### config.mk
export PLATFORM = sky130hd
export DESIGN_NAME = flash_erase_select
export DESIGN_NICKNAME = d
export VERILOG_FILES = /design/src/rtl/flash_erase_select.sv
export SDC_FILE = /design/constraint.sdc
export NUM_CORES = 1
export LEC_CHECK = 0
export BUFFER_PORTS_ARGS = -buffer_cell sky130_fd_sc_hd__buf_2
export CAP_MARGIN = 25
export CORE_AREA = 2 2 74 94
export CTS_BUF_LIST = sky130_fd_sc_hd__clkbuf_8
export CTS_CLUSTER_SIZE = 28
export DETAILED_ROUTE_END_ITERATION = 10
export DIE_AREA = 0 0 76 96
export GPL_ROUTABILITY_DRIVEN = 0
export GPL_TIMING_DRIVEN = 0
export HOLD_SLACK_MARGIN = 0.1
export RECOVER_POWER = 50
export SLEW_MARGIN = 25
export SYNTH_ARGS = -nofsm -noshare
export SYNTH_HDL_FRONTEND = slang
export SYNTH_SLANG_ARGS = --single-unit
### constraint.sdc
create_clock -name clk -period 13.8 [get_ports clk]
set_clock_uncertainty 0.1 [all_clocks]
set_input_delay 2.07 -clock clk [delete_from_list [all_inputs] [get_ports clk]]
set_output_delay 2.07 -clock clk [all_outputs]
set_load 0.005 [all_outputs]
### src/rtl/flash_erase_select.sv
module flash_erase_select #(
  parameter int BLOCKS = 12,
  parameter int DW     = 8
) (
  input  logic              clk,
  input  logic              rst_n,
  input  logic              standby_i,
  input  logic              fwe_pin_i,
  input  logic              swe_i,
  input  logic              flash_off_i,
  input  logic              restrict_i,
  input  logic              addr_i,
  input  logic              wr_i,
  input  logic [DW-1:0]     wdata_i,
  output logic [DW-1:0]     rdata_o,
  output logic [BLOCKS-1:0] erase_en_o,
  output logic              err_o
);
  localparam int HI = BLOCKS - DW;

  logic [BLOCKS-1:0] sel_q, cand, sel_d;
  logic              err_q;

  wire wipe   = standby_i | ~fwe_pin_i | ~swe_i;
  wire wr_ok  = wr_i & ~wipe;

  always_comb begin
    cand = sel_q;
    if (addr_i) cand[BLOCKS-1:DW] = wdata_i[HI-1:0];
    else        cand[DW-1:0]      = wdata_i;
    if (restrict_i) cand = cand & sel_q;
  end

  wire multi   = $countones(cand) > 1;
  wire err_set = wr_ok & multi;
  wire err_clr = wr_ok & addr_i & wdata_i[DW-1];

  always_comb begin
    if (wipe)                sel_d = '0;
    else if (wr_ok & ~multi) sel_d = cand;
    else                     sel_d = sel_q;
  end

  always_ff @(posedge clk or negedge rst_n) begin
    if (!rst_n) begin
      sel_q      <= '0;
      err_q      <= 1'b0;
      erase_en_o <= '0;
    end else begin
      sel_q      <= sel_d;
      err_q      <= err_set | (err_q & ~err_clr);
      erase_en_o <= flash_off_i ? '0 : sel_d;
    end
  end

  assign err_o   = err_q;
  assign rdata_o = flash_off_i ? '0 :
                   addr_i      ? DW'(sel_q[BLOCKS-1:DW]) : sel_q[DW-1:0];
endmodule

[Word level (Yosys, flattened, before mapping)]
Cells that the tools add are included.
Storage, ports and cells
  latch bits: 0
  memory bits (writable): 0
  word-level logic and storage cells: 38
  output and inout bits: 21
  register bits: 25
  bits of input ports: 17
  memory bits (read-only): 0
  memories: 0
Operators by class
  $mul: 0
  bitwise logic cells: 15
  reduce and logical (&&, ||, !) cells: 0
  shift operators: 0
  muxes and demuxes: 8
  add/subtract/negate cells: 11
  equal/unequal tests: 0
  div/mod/pow operators: 0
  magnitude comparators: 1
Operator list (count)
  $mux 12: 4
  $mux 8: 3
  $add 1x1->2: 6
  $and 12x12->12: 1
  $add 2x2->3: 3
  $and 1x1->1: 6
  $add 4x3->5: 1
  $gt 5x1->1 const B: 1
  $not 1->1: 5
  $add 3x3->4: 1
  $mux 4: 1
  $or 1x1->1: 3

[Logic depth before layout (Yosys ltp)]
  word-level depth: 13
  depth in mapped cells: 18
  depth with buffers taken out: 15

[Least setup slack after synthesis]
Ideal clock, no wire load.
  kind: in2reg
  from: in addr_i
  to: reg erase_en_o[0]
  library setup time: 0.120 ns
  slack: 7.164 ns
  arrival time: 6.416 ns
  cell stages on the path: 17
  data required time: 13.580 ns
  path through: buf_2 buf_2 o22ai_1 inv_1 fa_1 inv_1 fa_1 inv_1 fa_1 fa_1 ha_1 fa_1 a211oi_4 and2_2 nand2_2 buf_6 a31o_2
On the way
  word-level cells in the longest chain between the ends: 13
RTL lines
  from (decl): line 12  | input logic addr_i,
  $mux 8: line 29  | if (addr_i) cand[BLOCKS-1:DW] = wdata_i[HI-1:0];
  $and 12x12->12: line 31  | if (restrict_i) cand = cand & sel_q;
  $mux 12 *: line 31
  $add 1x1->2 (not written as such): line 34  | wire multi = $countones(cand) > 1;
  $add 2x2->3 (not written as such): line 34
  $add 3x3->4 (not written as such): line 34
  $add 4x3->5 (not written as such): line 34
  $gt 5x1->1: line 34
  $not 1->1: line 40  | else if (wr_ok & ~multi) sel_d = cand;
  $and 1x1->1: line 40
  $mux 12 *: line 40
  $mux 12 *: line 39  | if (wipe) sel_d = '0;
  $mux 12 *: line 52  | erase_en_o <= flash_off_i ? '0 : sel_d;
  to (signal assigned): line 52
  to (decl): line 16  | output logic [BLOCKS-1:0] erase_en_o,
Every way passes the cells marked *; elsewhere a longest branch is shown, timed or not.

[Worst setup path in the final report]
  from: in addr_i
  to: reg erase_en_o[10]
Same word-level chain as after synthesis.

==> results.txt <==
The cell area reported after detailed placement came out at 1860 µm². The mean cell area of the mapped netlist is 9.87 µm². The reported max-cap violation count is 0. Entering global routing, the biggest net connects 26 pins. The final number of setup-violating endpoints is 0. For the pin with the worst max-slew slack, the measured transition is 1.36 ns. The signal on the critical path passes through buf_2 -> buf_2 -> o22ai_1 -> inv_1 -> fa_1 -> inv_1 -> fa_1 -> inv_1 -> fa_1 -> fa_1 -> ha_1 -> fa_1 -> a211oi_4 -> nand3_2 -> buf_2 -> or3_1 -> a21oi_1. The detailed router finished its first iteration with 182 violations. During synthesis, Yosys emitted a total of 0 warnings. The total length of routed wires came out at 4230 µm. The count of nets left with antenna violations once routing finished came out at 0. The standard-cell row count is 33.

IR analysis of the VDD net gives a maximum drop of 0.0526 mV. The final total negative setup slack is 0 ns. On the critical path, the stage with the largest delay is an instance of fa_1. The endpoint arrival time on the critical path is 6.84 ns. The utilization of the core after routing came out at 29.7%. The number of nets in the synthesized netlist is 187. The post-synthesis instance area is 1570 µm².

The number of detailed-routing iterations run before antenna repair is 4. The cell count of the worst hold path came out at 1. The number of ports placed on the die boundary is 38.

The most instantiated flip-flop cell in the synthesis netlist is dfrtp_1. The post-cts repair resize count came out at 0. The area added between synthesis and finish came out at 21.1%. The layout has 685 filler cells. The all-layer global routing usage is 12.2%. The worst-path maximum fanout is 10.

The final route contains 1419 vias. The initial utilization of the core area, before any placement, comes to 24.5%. The proportion of layout cells with a drive suffix above 1 is 23.6%. The number of synthesized register bits came out at 25. For this design the static power due to leakage is 0.000891 µW. The post-DP HPWL is 3280 µm.

The count of final max-slew check failures is 0. Sequential elements use 39.9% of the synthesized area. The initial antenna violation count came out at 0. Setup repair after global routing left no endpoint under its margin. The wire length of the first global-routing pass came out at 7080 µm.

For this run the aggregate overflow at the end of global routing stands at 0. The cell area power density is 109 nW/µm². The length in cells of the worst reg-to-reg path is 15. Counting stages on the worst path, the most repeated cell is fa_1. The cell type with the largest total area after synthesis is dfrtp_1.

The maximum operating frequency is 0.148 GHz. The via count of the first global-routing pass came out at 1438. The ratio of routed vias to standard cells came out at 4.96. The kind of end point of the critical path is a flip-flop. The headroom to the max-slew limit came out at 9.13%.

In this run the biggest area consumer among cell types represents 39.9% of the synthesized area. For this run, design rule violations remaining after detail routing come to 0. The register clock-pin slew on the reported worst setup and hold paths is 0.10 ns. The number of buffers on the longest clock path came out at 2. The floorplan die width is 76 µm.

After layout, the worst path uses 48.9% of the clock period. The floorplan core area came out at 6400 µm². The instance count of the mapped netlist came out at 159.

Yosys instantiated no cell more often than dfrtp_1. Buffers inserted during clock tree synthesis total 3. The path class of the tightest hold or removal check is flip-flop to flip-flop. The cell area after layout is 1900 µm². The number of hold buffers added after CTS is 0. 0 antenna diodes ended up in the layout. Yosys mapped a number of flops with a built-in enable equal to 0. By area the synthesized netlist is led by dfrtp_1 (40%), fa_1 (8.9%), a31o_1 (4.5%). In this run the post-CTS setup repair buffer count came out at 0.

The number of buffers inserted by port buffering came out at 36. Sorting the synthesized cells by how often they occur yields dfrtp_1 (25), inv_1 (11), a21oi_1 (10), nor4_1 (10), o22ai_1 (10). TritonCTS built the clock tree. The TritonCTS sink count came out at 25. In the final design database the tool counted 228 nets. STA classifies the critical path startpoint as an input pin.

The flow ran to the end, and the final reports show no timing, DRC or antenna violations. After detailed routing, the average wire length per cell comes to 14.8 µm. The post-layout total power is 207 µW. The post-route minimum period came out at 6.75 ns. The die extent in y is 96 µm. For the worst setup path, the data required time is 13.89 ns. The setup path with the least slack is of type input pin to flip-flop. For this run, asynchronously set or reset flops after synthesis account for 100%. The cell at the root of the clock tree is clkbuf_8. The maximum cell stage delay along the critical path is 0.54 ns. The area enclosed by the die boundary is 7300 µm².

For the worst-skew pair, the clock arrives at the later sink with an insertion delay of 0.27 ns. The number of H-tree levels came out at 1. The number of different library cells in the post-synthesis netlist came out at 37. The number of hold violations in the final report was 0.
[cell type report]
type / instances / area [µm²] / share of cell area [%]
clock buffers: 3 / 41.3 / 2.17
repair buffers: 36 / 173 / 9.09
multi-input cells: 112 / 847 / 44.6
well taps: 87 / 109 / 5.73
flip-flops and latches: 25 / 626 / 32.9
clock inverters: 1 / 7.51 / 0.395
plain buffers: 11 / 55.1 / 2.90
inverters: 11 / 41.3 / 2.17
[placed cells by master (no fill, tap or decap), types with 6 or more instances in the layout]
cell type and n:
inv_1 11, nor4_1 10, a21oi_1 10, o22ai_1 10, a31o_1 8, o21ai_0 8, fa_1 7, or3_1 6
clkbuf_1 11, nor2_1 7, buf_2 35, dfrtp_1 25
[final timing paths]
kind	from	endpoint	slack (ns)
worst min register to register	err_o	err_o	0.41
min in group asynchronous	rst_n	erase_en_o[2]	1.99
worst min-delay path	err_o	err_o	0.41
worst max register to register	sel_q[0]	erase_en_o[10]	8.86
max in group asynchronous	rst_n	sel_q[5]	10.81
worst max-delay path	addr_i	erase_en_o[10]	7.05
[per-stage QoR]
| stage | setup slack, ns | hold slack (ns) | cells |
|---|---|---|---|
| after floorplan | 7.16 | 0.389 | 159 |
| after global placement | 6.79 | 0.380 | 282 |
| after detailed placement | 6.79 | 0.388 | 282 |
| after CTS | 7.05 | 0.413 | 286 |
| after global routing | 6.74 | 0.428 | 286 |
| final | 7.05 | 0.406 | 286 |
[critical path, delay by kind of cell]
family / cells / cell delay, ns
adder cells (fa/ha/maj): 6 / 2.77
buffers and inverters: 6 / 0.78
AO/OA/AOI/OAI: 3 / 0.71
AND/OR/NAND/NOR: 2 / 0.49
[cell families after synthesis]
logic type | synth area share, %
compound gates | 22.8
buf+inv | 6.14
flops | 39.9
simple gates | 16.5
mux | 2.55
fa+ha+maj | 12.1
[sequential cells by signal, indices dropped and copies added, names as in the netlist]
register and cells:
err_o 1, erase_en_o 12, sel_q 12
[per-layer routing]
metal	GRT usage (%)	routed length, µm	vias up
li1	-	-	666
met1	15.8	1820	678
met2	20.6	2020	69
met3	1.69	314	6
met4	5.45	75	0
met5	0	0	-
[where the power goes]
part	internal (µW)	total [µW]	switching [µW]
Combinational	29.3	84.7	55.4
Sequential	75.4	76.8	1.39
Clock	20.5	45.2	24.7
Total	125	207	81.5
No activity file was read; power rests on OpenSTA's default activity.
